===== config.mk =====
export PLATFORM = sky130hd
export DESIGN_NAME = apb_switch_reg
export DESIGN_NICKNAME = d
export VERILOG_FILES = /design/src/rtl/apbsw_pkg.sv /design/src/rtl/apbsw_rst_sync.sv /design/src/rtl/apbsw_sync.sv /design/src/rtl/apbsw_decode.sv /design/src/rtl/apbsw_word.sv /design/src/rtl/apb_switch_reg.sv
export SDC_FILE = /design/constraint.sdc
export NUM_CORES = 1
export LEC_CHECK = 0
export BUFFER_PORTS_ARGS = -buffer_cell sky130_fd_sc_hd__buf_2
export CAP_MARGIN = 15
export CORE_MARGIN = 4
export CORE_UTILIZATION = 51
export DETAILED_ROUTE_END_ITERATION = 8
export GPL_ROUTABILITY_DRIVEN = 0
export GPL_TIMING_DRIVEN = 0
export PLACE_DENSITY = 0.87
export REMOVE_ABC_BUFFERS = 1
export SYNTH_ARGS = -nofsm -noshare
export SYNTH_HDL_FRONTEND = slang
export SYNTH_HIERARCHICAL = 1
export SYNTH_SLANG_ARGS = --single-unit

===== constraint.sdc =====
create_clock -name clk -period 4.7 [get_ports clk]
set_clock_uncertainty 0.15 [all_clocks]
set_input_delay 0.47 -clock clk [delete_from_list [all_inputs] [get_ports clk]]
set_output_delay 0.47 -clock clk [all_outputs]
set_load 0.02 [all_outputs]

===== src/rtl/apbsw_pkg.sv =====
`timescale 1ns/1ps
package apbsw_pkg;
  typedef enum logic [1:0] {
    RGN_SW_A = 2'd0,
    RGN_SW_B = 2'd1,
    RGN_WORD = 2'd2,
    RGN_NONE = 2'd3
  } region_e;

  localparam int unsigned DEF_ADDR_W   = 8;
  localparam int unsigned DEF_DATA_W   = 32;
  localparam int unsigned DEF_SYNC_LEN = 2;
endpackage


===== src/rtl/apbsw_rst_sync.sv =====
`timescale 1ns/1ps
module apbsw_rst_sync #(
  parameter int unsigned STAGES = 2
) (
  input  logic clk,
  input  logic arst_n,
  output logic srst_n
);
  logic [STAGES-1:0] chain_q;
  logic [STAGES-1:0] chain_d;

  always_comb begin
    chain_d = {chain_q[STAGES-2:0], 1'b1};
  end

  always_ff @(posedge clk or negedge arst_n) begin
    if (!arst_n) chain_q <= '0;
    else         chain_q <= chain_d;
  end

  assign srst_n = chain_q[STAGES-1];
endmodule


===== src/rtl/apbsw_sync.sv =====
`timescale 1ns/1ps
module apbsw_sync #(
  parameter int unsigned WIDTH  = 2,
  parameter int unsigned STAGES = 2
) (
  input  logic             clk,
  input  logic             rst_n,
  input  logic [WIDTH-1:0] din,
  output logic [WIDTH-1:0] dout
);
  localparam int unsigned TOTAL = WIDTH * STAGES;

  logic [TOTAL-1:0] chain_q;
  logic [TOTAL-1:0] chain_d;

  generate
    if (STAGES == 1) begin : g_single
      always_comb chain_d = din;
    end else begin : g_multi
      always_comb chain_d = {chain_q[TOTAL-WIDTH-1:0], din};
    end
  endgenerate

  always_ff @(posedge clk or negedge rst_n) begin
    if (!rst_n) chain_q <= '0;
    else        chain_q <= chain_d;
  end

  assign dout = chain_q[TOTAL-1 -: WIDTH];
endmodule


===== src/rtl/apbsw_decode.sv =====
`timescale 1ns/1ps
module apbsw_decode
  import apbsw_pkg::*;
#(
  parameter int unsigned     ADDR_W   = DEF_ADDR_W,
  parameter logic [ADDR_W-1:0] OFF_SW_A = 'h00,
  parameter logic [ADDR_W-1:0] OFF_SW_B = 'h04,
  parameter logic [ADDR_W-1:0] OFF_WORD = 'h08
) (
  input  logic [ADDR_W-1:0] addr,
  input  logic              wr,
  output region_e           region,
  output logic              bad
);
  always_comb begin
    if      (addr == OFF_SW_A) region = RGN_SW_A;
    else if (addr == OFF_SW_B) region = RGN_SW_B;
    else if (addr == OFF_WORD) region = RGN_WORD;
    else                       region = RGN_NONE;
  end

  always_comb begin
    unique case (region)
      RGN_SW_A, RGN_SW_B: bad = wr;
      RGN_WORD:           bad = 1'b0;
      default:            bad = 1'b1;
    endcase
  end
endmodule


===== src/rtl/apbsw_word.sv =====
`timescale 1ns/1ps
module apbsw_word #(
  parameter int unsigned       DATA_W = 32,
  parameter logic [DATA_W-1:0] RST_VAL = '0
) (
  input  logic              clk,
  input  logic              rst_n,
  input  logic              we,
  input  logic [DATA_W-1:0] wdata,
  output logic [DATA_W-1:0] q
);
  logic [DATA_W-1:0] word_q;
  logic [DATA_W-1:0] word_d;

  always_comb begin
    word_d = word_q;
    if (we) word_d = wdata;
  end

  always_ff @(posedge clk or negedge rst_n) begin
    if (!rst_n) word_q <= RST_VAL;
    else        word_q <= word_d;
  end

  assign q = word_q;
endmodule


===== src/rtl/apb_switch_reg.sv =====
`timescale 1ns/1ps
module apb_switch_reg
  import apbsw_pkg::*;
#(
  parameter int unsigned       ADDR_W   = DEF_ADDR_W,
  parameter int unsigned       DATA_W   = DEF_DATA_W,
  parameter int unsigned       SYNC_LEN = DEF_SYNC_LEN,
  parameter logic [ADDR_W-1:0] OFF_SW_A = 'h00,
  parameter logic [ADDR_W-1:0] OFF_SW_B = 'h04,
  parameter logic [ADDR_W-1:0] OFF_WORD = 'h08,
  parameter logic [DATA_W-1:0] WORD_RST = '0
) (
  input  logic              clk,
  input  logic              rst_n,
  input  logic              psel,
  input  logic              penable,
  input  logic              pwrite,
  input  logic [ADDR_W-1:0] paddr,
  input  logic [DATA_W-1:0] pwdata,
  input  logic              sw_a_in,
  input  logic              sw_b_in,
  output logic [DATA_W-1:0] prdata,
  output logic              pready,
  output logic              pslverr
);
  localparam int unsigned NUM_SW = 2;

  logic              rst_core_n;
  logic [NUM_SW-1:0] sw_raw;
  logic [NUM_SW-1:0] sw_sync;
  region_e           region;
  logic              bad;
  logic              access;
  logic              word_we;
  logic [DATA_W-1:0] word_q;
  logic [DATA_W-1:0] rd_mux;

  apbsw_rst_sync #(.STAGES(2)) u_rst (
    .clk    (clk),
    .arst_n (rst_n),
    .srst_n (rst_core_n)
  );

  assign sw_raw = {sw_b_in, sw_a_in};

  apbsw_sync #(.WIDTH(NUM_SW), .STAGES(SYNC_LEN)) u_sync (
    .clk   (clk),
    .rst_n (rst_core_n),
    .din   (sw_raw),
    .dout  (sw_sync)
  );

  apbsw_decode #(
    .ADDR_W   (ADDR_W),
    .OFF_SW_A (OFF_SW_A),
    .OFF_SW_B (OFF_SW_B),
    .OFF_WORD (OFF_WORD)
  ) u_dec (
    .addr   (paddr),
    .wr     (pwrite),
    .region (region),
    .bad    (bad)
  );

  assign access  = psel & penable;
  assign word_we = access & pwrite & (region == RGN_WORD);

  apbsw_word #(.DATA_W(DATA_W), .RST_VAL(WORD_RST)) u_word (
    .clk   (clk),
    .rst_n (rst_core_n),
    .we    (word_we),
    .wdata (pwdata),
    .q     (word_q)
  );

  always_comb begin
    rd_mux = '0;
    unique case (region)
      RGN_SW_A: rd_mux[0] = sw_sync[0];
      RGN_SW_B: rd_mux[0] = sw_sync[1];
      RGN_WORD: rd_mux    = word_q;
      default:  rd_mux    = '0;
    endcase
  end

  always_comb begin
    pready  = access;
    pslverr = access & bad;
    prdata  = (access & ~pwrite & ~bad) ? rd_mux : '0;
  end
endmodule


==> results of run 1 <==
-- final timing paths --
check | startpoint | end | slack (ns) | cells after the start
max | paddr[5] | prdata[3] | 1.72 | 8
min | sw_a_in | u_sync/chain_q[0] | 0.15 | 1
max reg2reg | u_rst/chain_q[1] | u_word/q[29] | 3.74 | 0
min reg2reg | u_rst/chain_q[1] | u_word/q[20] | 0.19 | 0
max in group asynchronous | u_rst/chain_q[1] | u_word/q[29] | 3.74 | 0
min in group asynchronous | u_rst/chain_q[1] | u_word/q[20] | 0.19 | 0
-- area by class of cell --
class	instances	area [um^2]
clock buffer	7	76.3
fill	264	1080
inverter	2	7.51
multi-input combinational	79	807
sequential	38	952
tap	46	57.6
timing repair buffer	85	459
-- routing by layer --
layer	global-route usage [%]	vias to the layer above	routed length [um]
met2	26.9	55	1730
met1	21.1	592	1650
met3	6.81	4	284
met4	5.60	0	31
met5	0	-	0
li1	-	588	-
-- cell usage after synthesis (all sizes together) --
cell type	count	area [um^2]
nor2	1	3.75
dfrtp	38	951
and3	1	6.26
nor4	2	42.5
buf	9	120
and2	31	194
nand3b	3	22.5
nand3	1	5.00
nor3	1	5.00
conb	1	3.75
inv	2	7.51
nand2b	1	6.26
mux2i	2	20.0
mux2	32	473
nor4b	1	8.76
nand2	1	6.26
o21ai	1	5.00
-- registers in the layout, summed over array words and instances, names as in the netlist --
signal          count
u_sync/chain_q      4
u_rst/chain_q       2
u_word/q           32
-- per-stage QoR --
stage          hold WS (ns)  cell area [um^2]  cells
3_3_place_gp          0.107              2220    245
4_1_cts               0.133              2350    256
3_5_place_dp          0.110              2260    248
2_1_floorplan        0.0244              1760    119
6_report              0.145              2360    257
5_1_grt               0.123              2360    257
-- what timing repair did --
| item | CTS | global route |
|---|---|---|
| hold buffers | 1 | 0 |
| setup buffers | 0 | 0 |
| hold endpoints to repair | 2 | 0 |
-- where the power goes --
| group | leakage, nW | switching (W) | internal [W] |
|---|---|---|---|
| Clock | 0.0383 | 0.0000997 | 0.000102 |
| Sequential | 0.513 | 0.00000975 | 0.000337 |
| Combinational | 0.747 | 0.0000138 | 0.0000262 |
-- logic make-up after synthesis --
group / synth area share, %
flops: 50.6
compound gates: 0.266
other cells: 0.199
buf+inv: 6.79
mux: 26.2
simple gates: 16.0
==> qor.yml, run 1 <==
worstSetupEndpointType: "output port"
drt_iter0_drc: 42
synth-seq-cells: 38
worst_pin_slew_ns: 0.935
status: "completed"
final.setup.tns_ns: 0
ys_warn_count: 6
antenna_found_initial: 0
wl_mm: 3.70
cpPeakStageDelay_ns: 0.52
start_kind: "input pin"
clkTransAtPathRegs_ns: 0.07
cpLargestDelayFamily: "simple AND/OR/NAND/NOR gates"
slew_headroom_pct: 37.3
synth_area_um2: 1880
final_util_pct: 68.6
grt_pass1_wl_mm: 5.75
worstPathMaxFanout: 17
rsz0062_at_grt: "false"
peakVddDrop_v: 0.000227
fp.dieH_um: 68.7
setup_viol: 0
firstDrtPassIters: 4
dp_hpwl_mm: 2.76
overflow: 0
dr_total_vias: 1239
clockBufferDepth: 2
grt_pass1_vias: 1298
drc: 0
fmaxAchievable_mhz: 335
numCtsBuffers: 5
cts.sinks: 38
ant_nets: 0
h-tree-depth: 2
yosysUniqueCellTypes: 20
path_cells: "buf_2, nor4_4, nand3b_1, nand2b_1, nor4_4, buf_6, and2_1, buf_2"
syn_to_final_growth_pct: 25.5
worst_ep_arrival_time_ns: 2.36
clock_latency_ns: 0.27
setup_ws_ns: 1.72
ys_seq_area_share_pct: 50.6
power_leakage_nw: 1.30
core_um2: 3440
hold_viol: 0
power_w: 0.000588
wire_per_inst_um: 14.4
io-pin-count: 81
cts_tree: "built"
crit_buf_inv: 3
place_ws_ns: 1.43
grt_start_max_net_pins: 37
syn_area_per_cell_um2: 14.7
drive_above_1_share_pct: 59.7
p_per_area_nw_per_um2: 249
cp_slowest_cell: "nor4_4"
antennaDiodeCount: 0
nNetsFinal: 258
cts-resized-gates: 0
drv_slew: 0
period_needed_ns: 2.98
path_class: "input pin to output port"
rows: 21
maxCapViolations: 0
required_ns: 4.08
die_x_um: 68.7
netlist_instances: 128
track_usage_pct: 16.9
die_area_um2: 4720
io_buffers: 80
hold_class: "input pin to register"
layout_commonest_cell: "buf_2"
post-route-period-util_pct: 63.5
initial_core_util_pct: 54.6
root_buffer: "clkbuf_8"
layout_common_cells: "buf_2, dfrtp_1, and2_1, mux2_4, clkbuf_8"
viasPerCell: 4.82
No activity file was read; power rests on OpenSTA's default activity.
==> run 2: changes to the inputs <==
--- a/config.mk
+++ b/config.mk
@@ -8,11 +8,11 @@
 export BUFFER_PORTS_ARGS = -buffer_cell sky130_fd_sc_hd__buf_2
 export CAP_MARGIN = 15
 export CORE_MARGIN = 4
-export CORE_UTILIZATION = 51
+export CORE_UTILIZATION = 47
 export DETAILED_ROUTE_END_ITERATION = 8
 export GPL_ROUTABILITY_DRIVEN = 0
 export GPL_TIMING_DRIVEN = 0
-export PLACE_DENSITY = 0.87
+export PLACE_DENSITY = 0.81
 export REMOVE_ABC_BUFFERS = 1
 export SYNTH_ARGS = -nofsm -noshare
 export SYNTH_HDL_FRONTEND = slang
==> constraint.sdc (replaced) <==
create_clock -name clk -period 3.1 [get_ports clk]
set_clock_uncertainty 0.15 [all_clocks]
set_input_delay 0.31 -clock clk [delete_from_list [all_inputs] [get_ports clk]]
set_output_delay 0.31 -clock clk [all_outputs]
set_load 0.02 [all_outputs]
==> run 2 against run 1 <==
Net effect:
- worst hold slack worse by 0.035 ns
- cell count is 1.9% higher
- combinational power is 55% higher
- power is 53% higher
- global-route usage is 2.6 points lower
- via count is 0.89% lower
- clock-buffer cell count is 1 higher
- critical path depth stayed put
- largest cell class unchanged
- highest routed layer unchanged
==> qor.yml, run 2 (synthesized netlist as in run 1, its figures left out) <==
layout.cells.non_filler: 262  # was 257
fmaxAchievable_mhz: 374
worstSetupEndpointType: "output port"  # unchanged
cpLargestDelayFamily: "simple AND/OR/NAND/NOR gates"  # unchanged
root_buffer: "clkbuf_8"  # unchanged
cts-resized-gates: 0  # unchanged
cp_slowest_cell: "nor4_4"  # unchanged
syn_to_final_growth_pct: 26.7  # was 25.5%
drt_iter0_drc: 28  # was 42
clockBufferDepth: 2  # unchanged
clkTransAtPathRegs_ns: 0.07  # about the same
setup_ws_ns: 0.427  # was 1.72 ns
core_um2: 3770  # was 3440 um^2
worst_pin_slew_ns: 0.829  # was 0.935 ns
io_buffers: 80  # unchanged
numCtsBuffers: 5  # unchanged
antennaDiodeCount: 0  # unchanged
rsz0062_at_grt: "false"  # unchanged
drive_above_1_share_pct: 58.9  # was 59.7%
largest_reg_flops: 32  # unchanged
r2r_slack_ns: 2.13  # was 3.74 ns
rows: 22  # was 21
layout_commonest_cell: "buf_2"  # unchanged
wl_mm: 3.50  # was 3.70 mm
power_w: 0.000898  # was 0.000588 W
final_util_pct: 63.2  # was 68.6%
hold_ws_ns: 0.111  # was 0.145 ns
hold_start: "pwdata[30]"  # was sw_a_in
path_cells: "buf_2, nor4_4, nand3b_1, nand2b_1, nor4_4, buf_6, and2_1, buf_2"  # unchanged
drc: 0  # unchanged
firstDrtPassIters: 4  # unchanged
register_area_um2: 952  # unchanged
required_ns: 2.64  # was 4.08 ns
hold_class: "input pin to register"  # unchanged
multiInputGateArea_um2: 807  # unchanged
startpoint: "paddr[5]"  # unchanged
cts_tree: "built"  # unchanged
setup_viol: 0  # unchanged
n_fill_cell: 292  # was 264
start_kind: "input pin"  # unchanged
period_needed_ns: 2.67
worst_ep_arrival_time_ns: 2.21  # was 2.36 ns
nNetsFinal: 260  # was 258
ant_nets: 0  # unchanged
fp.dieH_um: 71.3  # was 68.7 um
dp_cells: 250  # was 248
p_per_area_nw_per_um2: 377  # was 249 nW/um^2
antenna_found_initial: 0  # unchanged
place_ws_ns: 0.135  # was 1.43 ns
die_area_um2: 5080  # was 4720 um^2
track_usage_pct: 14.3  # was 16.9%
grt_pass1_wl_mm: 5.74  # was 5.75 mm
rr_startpoint: "u_rst/chain_q[1]"  # unchanged
power_leakage_nw: 1.31  # was 1.30 nW
layout_common_cells: "buf_2, dfrtp_1, and2_1, mux2_4, clkbuf_8"  # unchanged
clock_latency_ns: 0.28  # was 0.27 ns
cts.sinks: 38  # unchanged
h-tree-depth: 2  # unchanged
crit_buf_inv: 3  # unchanged
maxCapViolations: 0  # unchanged
worstPathMaxFanout: 18  # was 17
cpPeakStageDelay_ns: 0.50  # was 0.52 ns
io-pin-count: 81  # unchanged
grt_start_max_net_pins: 37  # unchanged
initial_core_util_pct: 49.9  # was 54.6%
drv_slew: 0  # unchanged
path_class: "input pin to output port"  # unchanged
status: "completed"  # unchanged
dr_total_vias: 1228  # was 1,239
die_x_um: 71.3  # was 68.7 um
slew_headroom_pct: 44.4  # was 37.3%
hold_viol: 0  # unchanged
viasPerCell: 4.69  # was 4.82
post-route-period-util_pct: 86.2
grt_pass1_vias: 1301  # was 1,298
peakVddDrop_v: 0.000271  # was 0.000227 V
wire_per_inst_um: 13.4  # was 14.4 um
overflow: 0  # unchanged
dp_hpwl_mm: 2.59  # was 2.76 mm
[run 2: area by class of cell]
cell class,instances,area share [%]
clock buffers,8,3.36
inverters,2,0.315
multi-input cells,79,33.9
flip-flops and latches,38,40.0
well taps,48,2.52
repair buffers,87,20.0
[run 2: power by group]
part	leakage [nW]	switching [W]	internal (W)
combinational	0.754	0.0000209	0.0000414
clock	0.0395	0.000150	0.000160
sequential	0.513	0.0000148	0.000511
total	1.31	0.000186	0.000712
[run 2: metal layers]
metal	up-vias	part of all wire, %	GRT usage (%)
met4	0	0.66	4.38
met3	4	10	5.19
met2	60	44	23.1
met5	-	0	0
li1	594	-	-
met1	570	45	18.1
[run 2: worst paths after layout]
kind                                     endpoint  cells past startpoint
min in group asynchronous            u_word/q[29]                      0
worst max-delay path                    prdata[1]                      8
worst min-delay path                 u_word/q[30]                      2
max in group asynchronous       u_sync/chain_q[0]                      0
worst min register to register       u_word/q[29]                      0
worst max register to register  u_sync/chain_q[0]                      0
[run 2: metrics by stage]
stage,TNS (ns),cell area (um^2)
floorplan,-63.82,1760
global route,0,2380
global placement,-103.11,2220
finish,0,2380
detailed placement,0,2260
CTS,0,2370
[run 2: timing repair]
| action | in CTS | in global routing |
|---|---|---|
| endpoints found under the hold margin | 4 | 0 |
| setup buffers | 0 | 0 |
| hold buffers | 3 | 0 |
==> run 3: changes to the inputs <==
--- a/config.mk
+++ b/config.mk
@@ -5,7 +5,7 @@
 export SDC_FILE = /design/constraint.sdc
 export NUM_CORES = 1
 export LEC_CHECK = 0
-export BUFFER_PORTS_ARGS = -buffer_cell sky130_fd_sc_hd__buf_2
+export BUFFER_PORTS_ARGS = -buffer_cell sky130_fd_sc_hd__buf_4
 export CAP_MARGIN = 15
 export CORE_MARGIN = 4
 export CORE_UTILIZATION = 47
==> run 3 against run 2 <==
Net effect:
- sequential power shrank 0.8%
- wire length grew 14%
- power grew 5.7%
- critical endpoint is now u_word/q[26]
==> qor.yml, run 3 (synthesized netlist as in run 1, its figures left out) <==
clock_latency_ns: 0.27  # was 0.28 ns
cts-resized-gates: 0  # unchanged
grt_pass1_vias: 1401  # was 1,301
path_class: "input pin to register"  # was input pin to output port
clkTransAtPathRegs_ns: 0.07  # about the same
h-tree-depth: 2  # unchanged
ctsHoldBuffers: 3  # unchanged
hold_viol: 0  # unchanged
worst_pin_slew_ns: 0.827  # was 0.829 ns
grt_pass1_wl_mm: 6.58  # was 5.74 mm
largest_reg_flops: 32  # unchanged
drv_slew: 0  # unchanged
rsz0062_at_grt: "false"  # unchanged
stdcell_area_um2: 2620  # was 2380 um^2
cts.sinks: 38  # unchanged
root_buffer: "clkbuf_8"  # unchanged
rows: 22  # unchanged
nNetsFinal: 261  # was 260
register_area_um2: 951  # was 952 um^2
dp_hpwl_mm: 2.96  # was 2.59 mm
p_seq_share_pct: 55.1  # was 58.6%
hold_class: "input pin to register"  # unchanged
required_ns: 3.11  # was 2.64 ns
wl_mm: 3.98  # was 3.50 mm
dp_cells: 251  # was 250
power_leakage_nw: 1.37  # was 1.31 nW
layout.cells.non_filler: 263  # was 262
period_needed_ns: 2.46  # was 2.67 ns
track_usage_pct: 16.4  # was 14.3%
post-route-period-util_pct: 79.4  # was 86.2%
start_kind: "input pin"  # unchanged
wire_per_inst_um: 15.1  # was 13.4 um
final.setup.tns_ns: 0  # unchanged
antenna_found_initial: 0  # unchanged
p_per_area_nw_per_um2: 362  # was 377 nW/um^2
antennaDiodeCount: 0  # unchanged
overflow: 0  # unchanged
drc: 0  # unchanged
fmaxAchievable_mhz: 406  # was 374 MHz
power_frac_clock_pct: 35.6  # was 34.5%
slew_headroom_pct: 44.9  # was 44.4%
io-pin-count: 81  # unchanged
drt_iter0_drc: 30  # was 28
cts_tree: "built"  # unchanged
switching_share_pct: 20.8  # was 20.7%
die_area_um2: 5080  # unchanged
initial_core_util_pct: 49.9  # unchanged
fp.dieH_um: 71.3  # unchanged
ant_nets: 0  # unchanged
post-cts-setup-buffer-count: 0  # unchanged
drive_above_1_share_pct: 59.5  # was 58.9%
power_w: 0.000949  # was 0.000898 W
internal_power_w: 0.000752  # was 0.000712 W
maxCapViolations: 0  # unchanged
worstSetupEndpointType: "register"  # was output port
clockBufferDepth: 2  # unchanged
io_buffers: 80  # unchanged
syn_to_final_growth_pct: 39.3  # was 26.7%
multiInputGateArea_um2: 807  # unchanged
grt_start_max_net_pins: 32  # was 37
firstDrtPassIters: 4  # unchanged
peakVddDrop_v: 0.000221  # was 0.000271 V
die_x_um: 71.3  # unchanged
worst_ep_arrival_time_ns: 2.48  # was 2.21 ns
status: "completed"  # unchanged
worstPathMaxFanout: 10  # was 18
p_comb_share_pct: 9.3  # was 6.9%
n_fill_cell: 275  # was 292
placed_cell_area_um2: 2490  # was 2260 um^2
setup_viol: 0  # unchanged
dr_total_vias: 1264  # was 1,228
viasPerCell: 4.81  # was 4.69
p_switching_w: 0.000197  # was 0.000186 W
layout_common_cells: "buf_4, dfrtp_1, and2_1, mux2_4, clkbuf_8"  # was buf_2, dfrtp_1, and2_1, mux2_4, clkbuf_8
numCtsBuffers: 5  # unchanged
layout_commonest_cell: "buf_4"  # was buf_2
core_um2: 3770  # unchanged
-- run 3: changes by cell type in the layout (fill, tap and decap cells not counted), sizes merged --
cell | previous run | this run
buf | 84 | 85
clkinv | 0 | 1
clkbuf | 8 | 7
-- run 3: routing by layer --
metal | global-route usage [%] | share of wire [%] | wire (um)
met1 | 20.9 | 43 | 1700
met2 | 26.1 | 46 | 1840
met3 | 6.17 | 10 | 415
met4 | 4.80 | 0.68 | 27
met5 | 0 | 0 | 0
-- run 3: through the flow --
step	worst slack [ns]	hold WS (ns)	utilization [%]
after detailed placement	0.187	-0.0518	66.0
after global placement	-3.09	-0.0574	64.2
after floorplan	-2.04	-0.136	-
after CTS	0.176	0.0989	69.2
final	0.639	0.107	69.5
after global routing	0.536	0.0947	69.5
-- run 3: final cells by class --
cell class | instances | area share [%]
multi-input cells | 79 | 30.8
well taps | 48 | 2.29
repair buffers | 88 | 26.8
flip-flops and latches | 38 | 36.3
clock buffers | 7 | 3.30
clock inverters | 1 | 0.191
inverters | 2 | 0.287
-- run 3: worst paths after layout --
path	from	to	slack (ns)	depth (start not counted)
max in group asynchronous	u_rst/chain_q[1]	u_word/q[27]	2.04	1
max	paddr[5]	u_word/q[26]	0.64	8
max reg2reg	u_rst/chain_q[1]	u_word/q[27]	2.04	1
min reg2reg	u_rst/chain_q[1]	u_word/q[13]	0.20	0
min	pwdata[1]	u_word/q[1]	0.11	2
min in group asynchronous	u_rst/chain_q[1]	u_word/q[13]	0.20	0
-- run 3: power groups by stage --
stage	registers, W	logic [W]	clock network, W
final	0.000522	0.0000884	0.000338
after detailed placement	0.000532	0.0000863	0
after CTS	0.000523	0.0000892	0.000349
after floorplan	0.000531	0.0000244	0
after global placement	0.000534	0.0000740	0
after global routing	0.000525	0.0000953	0.000373
-- run 3: critical path, cell delays in order --
cell,delay [ns]
buf_4,0.12
nor4_4,0.32
nand3b_1,0.17
nand2b_1,0.23
nor3_2,0.54
buf_6,0.27
buf_6,0.19
mux2_4,0.31
